[src/rtl/share_logic_pkg.sv]
package share_logic_pkg;

   typedef enum logic [1:0] {
      OPC_NOT     = 2'd0,
      OPC_AND     = 2'd1,
      OPC_XOR     = 2'd2,
      OPC_REFRESH = 2'd3
   } share_op_e;

   // share count for a probing order
   function automatic int unsigned shares_for(input int unsigned order);
      return 2 * order + 1;
   endfunction

   // number of unordered share pairs
   function automatic int unsigned pairs_for(input int unsigned nsh);
      return (nsh * (nsh - 1)) / 2;
   endfunction

endpackage

[src/rtl/slu_linear.sv]
module slu_linear #(
   parameter int unsigned M = 3
) (
   input  logic [M-1:0] a,
   input  logic [M-1:0] b,
   output logic [M-1:0] not_c,
   output logic [M-1:0] xor_c
);
   for (genvar i = 0; i < M; i++) begin : g_sh
      if (i == 0) begin : g_first
         assign not_c[i] = ~a[i];
      end else begin : g_rest
         assign not_c[i] = a[i];
      end
      assign xor_c[i] = a[i] ^ b[i];
   end
endmodule

[src/rtl/slu_refresh.sv]
module slu_refresh #(
   parameter int unsigned M = 3
) (
   input  logic [M-1:0] a,
   input  logic [M-2:0] r,
   output logic [M-1:0] c
);
   logic r_sum;
   assign r_sum = ^r;
   assign c[0]  = a[0] ^ r_sum;
   for (genvar i = 1; i < M; i++) begin : g_mask
      assign c[i] = a[i] ^ r[i-1];
   end
endmodule

[src/rtl/slu_and_core.sv]
module slu_and_core #(
   parameter int unsigned M  = 3,
   parameter int unsigned RW = (M * (M - 1)) / 2
) (
   input  logic [M-1:0]  a,
   input  logic [M-1:0]  b,
   input  logic [RW-1:0] z,
   output logic [M-1:0]  c
);
   // upper triangle: random pair bits; lower triangle: mirror terms plus diagonal product
   logic [M-1:0] zu [M];
   logic [M-1:0] zl [M];

   for (genvar i = 0; i < M; i++) begin : g_row
      for (genvar j = 0; j < M; j++) begin : g_col
         if (j > i) begin : g_up
            localparam int K = i * M - (i * (i + 1)) / 2 + (j - i - 1);
            assign zu[i][j] = z[K];
            assign zl[i][j] = 1'b0;
         end else if (j == i) begin : g_diag
            assign zu[i][j] = 1'b0;
            assign zl[i][j] = a[i] & b[i];
         end else begin : g_lo
            // mirror of pair (j,i): inner XOR is formed first
            assign zu[i][j] = 1'b0;
            assign zl[i][j] = (zu[j][i] ^ (a[j] & b[i])) ^ (a[i] & b[j]);
         end
      end
      assign c[i] = ^(zu[i] ^ zl[i]);
   end
endmodule

[src/rtl/share_logic_unit.sv]
module share_logic_unit
   import share_logic_pkg::*;
#(
   parameter int unsigned T  = 1,
   parameter int unsigned M  = 2 * T + 1,
   parameter int unsigned RW = (M * (M - 1)) / 2
) (
   input  logic          clk,
   input  logic          rst_n,
   input  logic          in_valid,
   input  logic [1:0]    op,
   input  logic [M-1:0]  a_sh,
   input  logic [M-1:0]  b_sh,
   input  logic [RW-1:0] rnd,
   output logic          out_valid,
   output logic [M-1:0]  c_sh
);
   localparam int unsigned MX = shares_for(T);
   localparam int unsigned PX = pairs_for(MX);

   // elaboration checks on the configuration
   if (T < 1) begin : g_bad_order
      $error("share_logic_unit: T must be at least 1");
   end
   if (M != MX) begin : g_bad_shares
      $error("share_logic_unit: M must equal 2T+1");
   end
   if (RW != PX) begin : g_bad_rnd
      $error("share_logic_unit: RW must equal M(M-1)/2");
   end

   logic [M-1:0] not_c, xor_c, and_c, ref_c;
   logic [M-1:0] res;
   logic [M-1:0] c_q;
   logic         v_q;

   slu_linear #(.M(M)) u_linear (
      .a     (a_sh),
      .b     (b_sh),
      .not_c (not_c),
      .xor_c (xor_c)
   );

   slu_and_core #(.M(M), .RW(RW)) u_and (
      .a (a_sh),
      .b (b_sh),
      .z (rnd),
      .c (and_c)
   );

   slu_refresh #(.M(M)) u_refresh (
      .a (a_sh),
      .r (rnd[M-2:0]),
      .c (ref_c)
   );

   always_comb begin
      unique case (share_op_e'(op))
         OPC_NOT:     res = not_c;
         OPC_AND:     res = and_c;
         OPC_XOR:     res = xor_c;
         default:     res = ref_c;
      endcase
   end

   always_ff @(posedge clk or negedge rst_n) begin
      if (!rst_n) begin
         v_q <= 1'b0;
         c_q <= '0;
      end else begin
         v_q <= in_valid;
         if (in_valid) c_q <= res;
      end
   end

   assign out_valid = v_q;
   assign c_sh      = c_q;

   p_accept_r7: assert property (@(posedge clk) disable iff (!rst_n)
      in_valid |=> out_valid);
   p_idle_r7: assert property (@(posedge clk) disable iff (!rst_n)
      !in_valid |=> !out_valid);
   p_hold_r9: assert property (@(posedge clk) disable iff (!rst_n)
      !in_valid |=> $stable(c_sh));
   p_not_r2: assert property (@(posedge clk) disable iff (!rst_n)
      (in_valid && op == 2'd0) |=> (c_sh == ($past(a_sh) ^ M'(1))));
   p_and_r3: assert property (@(posedge clk) disable iff (!rst_n)
      (in_valid && op == 2'd1) |=> ((^c_sh) == ($past(^a_sh) & $past(^b_sh))));
   p_xor_r5: assert property (@(posedge clk) disable iff (!rst_n)
      (in_valid && op == 2'd2) |=> (c_sh == ($past(a_sh) ^ $past(b_sh))));
   p_refresh_r6: assert property (@(posedge clk) disable iff (!rst_n)
      (in_valid && op == 2'd3) |=> ((^c_sh) == $past(^a_sh)));
endmodule

[config.mk]
export PLATFORM = sky130hd
export DESIGN_NAME = share_logic_unit
export DESIGN_NICKNAME = d
export VERILOG_FILES = /design/src/rtl/share_logic_pkg.sv /design/src/rtl/slu_linear.sv /design/src/rtl/slu_refresh.sv /design/src/rtl/slu_and_core.sv /design/src/rtl/share_logic_unit.sv
export SDC_FILE = /design/constraint.sdc
export NUM_CORES = 1
export LEC_CHECK = 0
export BUFFER_PORTS_ARGS = -buffer_cell sky130_fd_sc_hd__buf_2
export CAP_MARGIN = 15
export CORE_AREA = 4 4 41 43
export DETAILED_ROUTE_END_ITERATION = 8
export DIE_AREA = 0 0 45 47
export PLACE_DENSITY_LB_ADDON = 0.05
export SYNTH_ARGS = -nofsm -noshare
export SYNTH_HDL_FRONTEND = slang
export SYNTH_HIERARCHICAL = 1
export SYNTH_SLANG_ARGS = --single-unit
[constraint.sdc]
create_clock -name clk -period 0.8 [get_ports clk]
set_input_delay 0.12 -clock clk [delete_from_list [all_inputs] [get_ports clk]]
set_output_delay 0.12 -clock clk [all_outputs]
set_load 0.01 [all_outputs]
==> summary.md, run 1 <==
| Metric | Value |
|---|---|
| Status | finished with violations |
| Failing checks | setup timing |
| Sequential cell area | 100 um^2 |
| Layout area overhead | 50.8% |
| Stages on worst setup path | 6 |
| Antenna Nets Post-Route | 0 |
| Num Clock Sinks | 4 |
| Crit path kind | in -> reg |
| Reg clk slew, reported paths | 0.03 ns |
| # rows | 13 |
| Final hold violations | 0 |
| Largest area contributor in the netlist | dfrtp_1 |
| GRT Util Overall | 10.6% |
| Critical Path Max Stage Delay | 0.29 ns |
| First-pass GRT wire length | 1.63 mm |
| First-pass iteration count of the detailed router | 4 |
| Pins Over Slew Limit | 0 |
| Synthesized instance count | 45 |
| Starting density of the core | 35.8% |
| Synth top area share | 21.5% |
| Post-synthesis register bit count | 4 |
| RSZ-0062 raised after global routing | true |
| DRT Wirelength | 1.01 mm |
| Filler Cell Count | 134 |
| Num CTS Buffers | 3 |
| Initial antenna violation count | 0 |
| XOR/XNOR share of the synthesized area | 32.5% |
| Vias in the first global route | 384 |
| Worst setup startpoint | b_sh[1] |
| Unique masters post-synth | 17 |
| Post-DP Area | 618 um^2 |
| Die area | 2120 um^2 |
| Worst IR Drop VDD | 906 uV |
| CTS tree | yes |
| DR vias | 428 |
| Cell family contributing the most delay on the critical path | compound AO/OA/AOI/OAI gates |
| Largest family of logic cells by synthesized area | XOR/XNOR gates |
| Setup Viol. Count Final | 7 |
| Layout Nets | 91 |
| CP Max Fanout | 3 |
| Core Util, Final | 53.9% |
| Crit-path cells | buf_8, mux2_4, a221oi_2, xnor2_1, mux2i_1, o221ai_1 |
| Clk_lat worst skew | 0.23 ns |
| RD Place Congestion | 0.671 |
| Crit path time final | 1.06 ns |
| Routed len/inst | 11.2 um |
| Worst setup EP type | flip-flop |
| GRT overflow | 0 |
| Syn_nets | 59 |
| Multiplexer area fraction after synthesis | 16.1% |
| YS warnings | 6 |
| Number of diodes | 0 |
| Final period utilization | 132% |
| Seq/Total Area, Yosys | 21.5% |
| Reg-to-reg startpoint | c_sh[1] |
| Post-Synth Adder-Cell Area | 0% |
| Design Area, Final | 702 um^2 |
| Synthesized area per cell | 10.3 um^2 |
| Clk_skew | 0 ns |
| Fmax | 948 MHz |
| Compound-Gate Fraction of Synth Area | 9.95% |
| Pwr dens | 1250 nW/um^2 |
| Synth Area in Simple Gates | 13.4% |
| R2R Setup Slk | -0.01 ns |
| Io pins | 18 |
| Crit path capture | c_sh[1] |
| Height of the die | 47 um |
| Horiz. Die Dim | 45 um |
| Largest net degree at the start of global routing | 7 |
| Critical path startpoint category | input port |
| Multi-input gate area | 342 um^2 |
| Share of cells above drive strength 1 | 48.0% |
| CP max-delay cell | mux2_4 |
| Ranking of synthesized cells by area | dfrtp_1, xor2_1, mux2i_1 |
| Worst slew margin | 78.9% |
| DPL Wire Length | 814 um |
| End of the worst register-to-register path | c_sh[1] |
| Detailed Route Iter0 Violations | 4 |
| Worst path bufs/invs | 1 |
| H-tree levels | 1 |
| Setup WS post-layout | -0.255 ns |
| Cells on worst reg2reg path | 3 |
| Cell area after synthesis | 465 um^2 |
| Worst Hold Class | in -> reg |
| Port bufs | 17 |
| # DRC | 0 |
| Core area | 1300 um^2 |
| Least-Margin Pin Slew | 0.312 ns |
| Leak pwr | 0.000364 uW |
| DR vias/cell | 4.76 |
| Final TNS setup | -0.721 ns |
| Req. time, crit path | 0.93 ns |
| Crit path DAT | 1.19 ns |
| Max-cap viol count | 0 |
| CTS Root Cell | clkbuf_4 |
| Clk buf depth | 2 |
-- cells in the final DEF, fill, tap and decap left out, types with 2 or more instances in the layout --
cell	n
buf_2	14
buf_4	11
buf_6	2
buf_8	2
clkbuf_4	3
dfrtp_1	4
mux2i_1	6
nand2_1	4
nand2b_1	4
o221ai_1	3
xnor2_1	4
xor2_1	8
-- metal layers --
layer | wire length [um] | share of wire [%] | GRT usage, %
met5 | 0 | 0 | 0
met4 | 12 | 1.2 | 7.02
met3 | 45 | 4.5 | 1.92
met2 | 524 | 52 | 18.4
met1 | 428 | 42 | 12.0
-- stage by stage --
step	hold WS (ns)	worst slack, ns	instances	power, uW
3_5_place_dp	-0.0753	-0.520	84	600
4_1_cts	0.0525	-0.260	90	886
2_1_floorplan	-0.176	-0.286	45	455
5_1_grt	0.0446	-0.309	90	959
3_3_place_gp	-0.0700	-0.550	84	601
6_report	0.0610	-0.255	90	875
-- kinds of logic (layout without fill, tap and decap cells) --
| group | Yosys count | in the layout |
|---|---|---|
| DFF | 4 | 4 |
| buffers and inverters | 4 | 34 |
| xor gates and xnor gates | 14 | 14 |
| muxes | 7 | 7 |
| AOI/OAI and AO/OA | 5 | 5 |
| and+or+nand+nor | 11 | 11 |
-- power breakdown --
group,internal (uW),leakage (uW),switching (uW)
combinational,229,0.000302,160
sequential,232,0.0000485,14.5
clock,167,0.0000138,72.9
-- synthesized netlist by cell type --
master,count
nand2_1,4
xnor2_1,4
xor2_1,8
nor4bb_1,1
a221oi_2,1
buf_6,1
nor2b_1,2
o221ai_1,3
xnor3_1,1
o21ai_1,1
inv_1,1
mux2i_1,6
nand2b_1,4
mux2_4,1
dfrtp_1,4
buf_4,2
xor3_1,1
-- worst min path at each step --
stage	to	slack, ns	cells after the start	from
after floorplan	c_sh[0]	-0.18	0	rst_n
after global placement	out_valid	-0.07	1	rst_n
final	out_valid	0.06	1	in_valid
after detailed placement	out_valid	-0.08	1	rst_n
after global routing	out_valid	0.04	1	in_valid
after CTS	out_valid	0.05	1	in_valid
-- final cells by class --
cell class,instances,area share (%)
inverter,1,0.535
tap,15,2.67
timing repair buffer,30,30.7
clock buffer,3,3.21
multi-input combinational,37,48.7
sequential,4,14.3
-- repair_timing --
item | in CTS | in global routing
buffers inserted | 2 | 0
hold endpoints to repair | 4 | 0
pin swaps | 2 | 1
resized for setup | 8 | 3
hold buffers | 1 | 0
endpoints found under the setup margin | 7 | 7
-- sequential cells by signal (all words and copies together), names as in the netlist --
name and cells:
c_sh 3, out_valid 1
No activity file was read; power rests on OpenSTA's default activity.
==> run 2, diff against run 1 <==
SETUP_SLACK_MARGIN = 0.15   (was unset)
SKIP_LAST_GASP = 1   (was unset)
==> run 2 against run 1 <==
  * Sequential power is essentially flat
  * The flow still finishes with violations (setup timing)
  * Setup slack worse by 0.034 ns
  * Clock power about the same
  * Sequential share of layout area is 0.077 points higher
  * Count of clock-buffer cells in the layout stayed put
  * Highest routed layer unchanged
  * Cell count stayed put
  * Clock skew did not move
  * Combinational power is essentially flat
  * Routed wire length is 0.59% higher
  * Core utilization shrank 0.29 points
  * Non-clock buffer count did not move
==> summary.md, run 2 (synthesis gave the netlist of run 1 again) <==
| Metric | Value |
|---|---|
| Status | finished with violations |
| Failing checks | setup timing |
| Worst setup EP type | flip-flop |
| Num Clock Sinks | 4 |
| Worst Hold Class | in -> reg |
| Clk_skew | 0 ns |
| Initial antenna violation count | 0 |
| Pwr dens | 1250 nW/um^2 |
| Height of the die | 47 um |
| Post-DP Area | 618 um^2 |
| DRT Wirelength | 1.02 mm |
| DPL Wire Length | 814 um |
| Core area | 1300 um^2 |
| Final hold violations | 0 |
| Horiz. Die Dim | 45 um |
| First-pass iteration count of the detailed router | 3 |
| Number of diodes | 0 |
| Req. time, crit path | 0.93 ns |
| RD Place Congestion | 0.671 |
| RSZ-0062 raised after global routing | true |
| Antenna Nets Post-Route | 0 |
| DR vias/cell | 4.79 |
| CTS Root Cell | clkbuf_4 |
| Max reg flops | 3 |
| Clk_lat worst skew | 0.23 ns |
| Layout area overhead | 50.0% |
| Num CTS Buffers | 3 |
| Clk buf depth | 2 |
| Reg clk slew, reported paths | 0.03 ns |
| Design Area, Final | 698 um^2 |
| Commonest non-fill, non-tap cells in the layout | buf_2, buf_4, xor2_1 |
| Die area | 2120 um^2 |
| Worst IR Drop VDD | 905 uV |
| Post-Place Cells | 84 |
| Setup Viol. Count Final | 7 |
| Pins Over Slew Limit | 0 |
| # rows | 13 |
| H-tree levels | 1 |
| Crit path kind | in -> reg |
| Share of cells above drive strength 1 | 46.7% |
| GRT Util Overall | 10.6% |
| Critical path startpoint category | input port |
| Setup WS post-layout | -0.289 ns |
| First-pass GRT wire length | 1.63 mm |
| Vias in the first global route | 385 |
| # DRC | 0 |
| Detailed Route Iter0 Violations | 4 |
| Final TNS setup | -0.787 ns |
| CP Max Fanout | 3 |
| Io pins | 18 |
| Post-route insts no fill | 90 |
| Least-Margin Pin Slew | 0.313 ns |
| Largest net degree at the start of global routing | 7 |
| Final period utilization | 136% |
| Crit path DAT | 1.22 ns |
| Starting density of the core | 35.8% |
| Port bufs | 17 |
| Max-cap viol count | 0 |
| Pre-CTS WS | -0.520 ns |
| Leak pwr | 0.000363 uW |
| GRT overflow | 0 |
| CTS tree | yes |
| DR vias | 431 |
| Crit path time final | 1.09 ns |
| Core Util, Final | 53.7% |
| Worst slew margin | 78.8% |
| Fmax | 918 MHz |
| Leading cell type in the layout, fill and taps excluded | buf_2 |
| Routed len/inst | 11.3 um |
| Layout Nets | 91 |
run 2: cell counts in the layout (fill, tap and decap cells not counted):
No cell type changed its count.
run 2: what timing repair did:
action                                  4_1_cts  5_1_grt
hold endpoints to repair                      4        0
hold buffers                                  1        0
buffers inserted                              2        0
resized for setup                             4        6
pin swaps                                     2        4
endpoints found under the setup margin        7        7
cloned                                        0        0
run 2: layout make-up:
type	instances	area [um^2]
Inverter	1	3.75
Timing Repair Buffer	30	215
Multi-Input combinational cell	37	338
Tap cell	15	18.8
Fill cell	136	603
Clock buffer	3	22.5
Sequential cell	4	100
run 2: report_power, final:
part           switching (uW)  internal, uW
registers                14.5           232
logic                     158           228
clock network            72.9           167
total                     246           627
run 2: through the flow:
stage	power (uW)	hold WS, ns
2_1_floorplan	455	-0.176
3_3_place_gp	601	-0.0700
3_5_place_dp	600	-0.0753
4_1_cts	879	0.0525
5_1_grt	957	0.0446
6_report	873	0.0610
run 2: metal layers:
metal  share of wire, %  GRT usage (%)
met1                 42           12.0
met2                 52           18.4
met3                4.4           1.92
met4                1.2           7.02
met5                  0              0
run 2: final timing paths:
| kind | from | endpoint | slack, ns | cells after the start |
|---|---|---|---|---|
| max in group asynchronous | rst_n | c_sh[1] | 0.45 | 2 |
| min in group asynchronous | rst_n | c_sh[0] | 0.23 | 2 |
| hold / removal | in_valid | out_valid | 0.06 | 1 |
| setup / recovery | b_sh[1] | c_sh[1] | -0.29 | 6 |
| setup reg to reg | c_sh[1] | c_sh[1] | -0.01 | 3 |
| hold reg to reg | c_sh[0] | c_sh[0] | 0.49 | 2 |
run 2: worst max-delay path, stage by stage:
cell and delay [ns]:
buf_8 0.10, mux2_4 0.29, a221oi_2 0.25, xnor2_1 0.16, mux2i_1 0.10, o221ai_1 0.21
==> run 3, diff against run 2 <==
clock period = 1.31 ns   (was 0.8 ns; I/O delays follow)
==> run 3 against run 2 <==
  * The flow now finishes without violations
  * Combinational power shrank 35%
  * Via count shrank 6.5%
  * Design area grew 4.5%
  * Flip-flop and latch count is the same
  * Hold slack gained 0.087 ns
  * Global-route usage shrank 0.14 points
  * Die area is the same
  * Sequential power shrank 39%
  * Sequential share of layout area shrank 0.61 points
  * Clock power shrank 40%
  * Setup slack gained 0.42 ns
  * Total power shrank 38%
  * Largest power group unchanged
==> summary.md, run 3 (synthesis gave the netlist of run 1 again) <==
| Metric | Value |
|---|---|
| Power, Total | 544 uW |
| RD Place Congestion | 0.694 |
| Die area | 2120 um^2 |
| CP max-delay cell | mux2_4 |
| Height of the die | 47 um |
| Share of cells above drive strength 1 | 51.4% |
| Reg-to-reg startpoint | c_sh[1] |
| Crit path DAT | 1.31 ns |
| Num CTS Buffers | 3 |
| Initial antenna violation count | 0 |
| Cell family contributing the most delay on the critical path | compound AO/OA/AOI/OAI gates |
| R2R Setup Slk | 0.63 ns |
| Io pins | 18 |
| GRT overflow | 0 |
| Commonest non-fill, non-tap cells in the layout | buf_2, buf_4, xor2_1 |
| Setup Viol. Count Final | 0 |
| Layout area overhead | 56.7% |
| Starting density of the core | 35.8% |
| DR vias | 403 |
| Number of setup buffers added after CTS | 0 |
| Hold path start | in_valid |
| Critical Path Max Stage Delay | 0.30 ns |
| First-pass iteration count of the detailed router | 2 |
| Core Util, Final | 56.1% |
| DRT Wirelength | 966 um |
| Worst setup EP type | flip-flop |
| Vias in the first global route | 391 |
| GRT Util Overall | 10.5% |
| Crit path kind | in -> reg |
| Number of diodes | 0 |
| Routed len/inst | 11.4 um |
| # DRC | 0 |
| CTS tree | yes |
| Crit-path cells | buf_8, mux2_4, a221oi_4, xnor2_1, mux2i_1, o221ai_1 |
| Clk buf depth | 2 |
| First-pass GRT wire length | 1.61 mm |
| Antenna Nets Post-Route | 0 |
| DPL Wire Length | 801 um |
| CTS Root Cell | clkbuf_4 |
| Clk_lat worst skew | 0.23 ns |
| CP Max Fanout | 3 |
| Layout Nets | 86 |
| # rows | 13 |
| Worst path bufs/invs | 1 |
| Max reg flops | 3 |
| Endpoint, Worst Hold | out_valid |
| Fmax | 849 MHz |
| Req. time, crit path | 1.44 ns |
| Worst slew margin | 76.7% |
| Reg clk slew, reported paths | 0.03 ns |
| Pins Over Slew Limit | 0 |
| Pre-CTS WS | -0.107 ns |
| Crit path time final | 1.18 ns |
| Max-cap viol count | 0 |
| End of the worst register-to-register path | c_sh[1] |
| Leak pwr | 0.000361 uW |
| Worst Hold Class | in -> reg |
| Cells on worst reg2reg path | 2 |
| Core area | 1300 um^2 |
| DR vias/cell | 4.74 |
| Final period utilization | 89.9% |
| Worst IR Drop VDD | 646 uV |
| RSZ-0062 raised after global routing | true |
| Horiz. Die Dim | 45 um |
| Port bufs | 17 |
| Final hold violations | 0 |
| Least-Margin Pin Slew | 0.344 ns |
| Pwr dens | 746 nW/um^2 |
| Leading cell type in the layout, fill and taps excluded | buf_2 |
| Largest net degree at the start of global routing | 7 |
| Clk_skew | 0 ns |
| Num Clock Sinks | 4 |
| Setup WS post-layout | 0.132 ns |
| Worst hold stages | 1 |
| H-tree levels | 1 |
| Filler Cell Count | 110 |
| Status | completed |
| Critical path startpoint category | input port |
| Detailed Route Iter0 Violations | 5 |
==> run 3: how the worst max path moves through the flow <==
stage	slack (ns)	from	depth (start not counted)	end
finish	0.13	b_sh[1]	6	c_sh[1]
global route	0.09	b_sh[1]	6	c_sh[1]
CTS	0.12	b_sh[1]	6	c_sh[1]
detailed placement	-0.11	b_sh[1]	6	c_sh[1]
global placement	-0.10	b_sh[1]	6	c_sh[1]
floorplan	0.15	b_sh[1]	5	c_sh[1]
==> run 3: through the flow <==
step                      setup TNS, ns  hold WS, ns  std cells  cell area [um^2]
final                                 0        0.148         85               729
after global routing                  0        0.139         85               729
after CTS                             0        0.131         85               628
after detailed placement         -0.186      0.00105         81               596
after global placement           -0.141      0.00776         81               596
after floorplan                       0      -0.0991         45               465
==> run 3: metal layers <==
| metal | track usage (%) | wire [um] | vias to the layer above | part of all wire (%) |
|---|---|---|---|---|
| li1 | - | - | 209 | - |
| met1 | 13.4 | 437 | 188 | 45 |
| met2 | 16.7 | 494 | 6 | 51 |
| met3 | 2.30 | 34 | 0 | 3.5 |
| met4 | 5.26 | 0 | 0 | 0 |
| met5 | 0 | 0 | - | 0 |
==> run 3: layout make-up <==
type                       count  area (um^2)  area share, %
timing repair buffer          25          184           25.2
clock buffer                   3         22.5           3.09
sequential                     4          100           13.7
inverter                       1         3.75          0.515
multi-input combinational     37          400           54.9
tap                           15         18.8           2.57
==> run 3: repair_timing <==
| item | CTS | global route |
|---|---|---|
| endpoints found under the hold margin | 4 | 0 |
| hold buffers | 1 | 0 |
| pin swaps | 0 | 9 |
| endpoints found under the setup margin | 1 | 2 |
| resized for setup | 0 | 23 |
| cloned | 0 | 0 |
==> run 3: where the power goes <==
group | internal, uW | leakage [uW] | total (uW) | switching (uW)
Sequential | 141 | 0.0000485 | 149 | 7.36
Clock | 102 | 0.0000138 | 144 | 42.6
Combinational | 147 | 0.000299 | 251 | 104
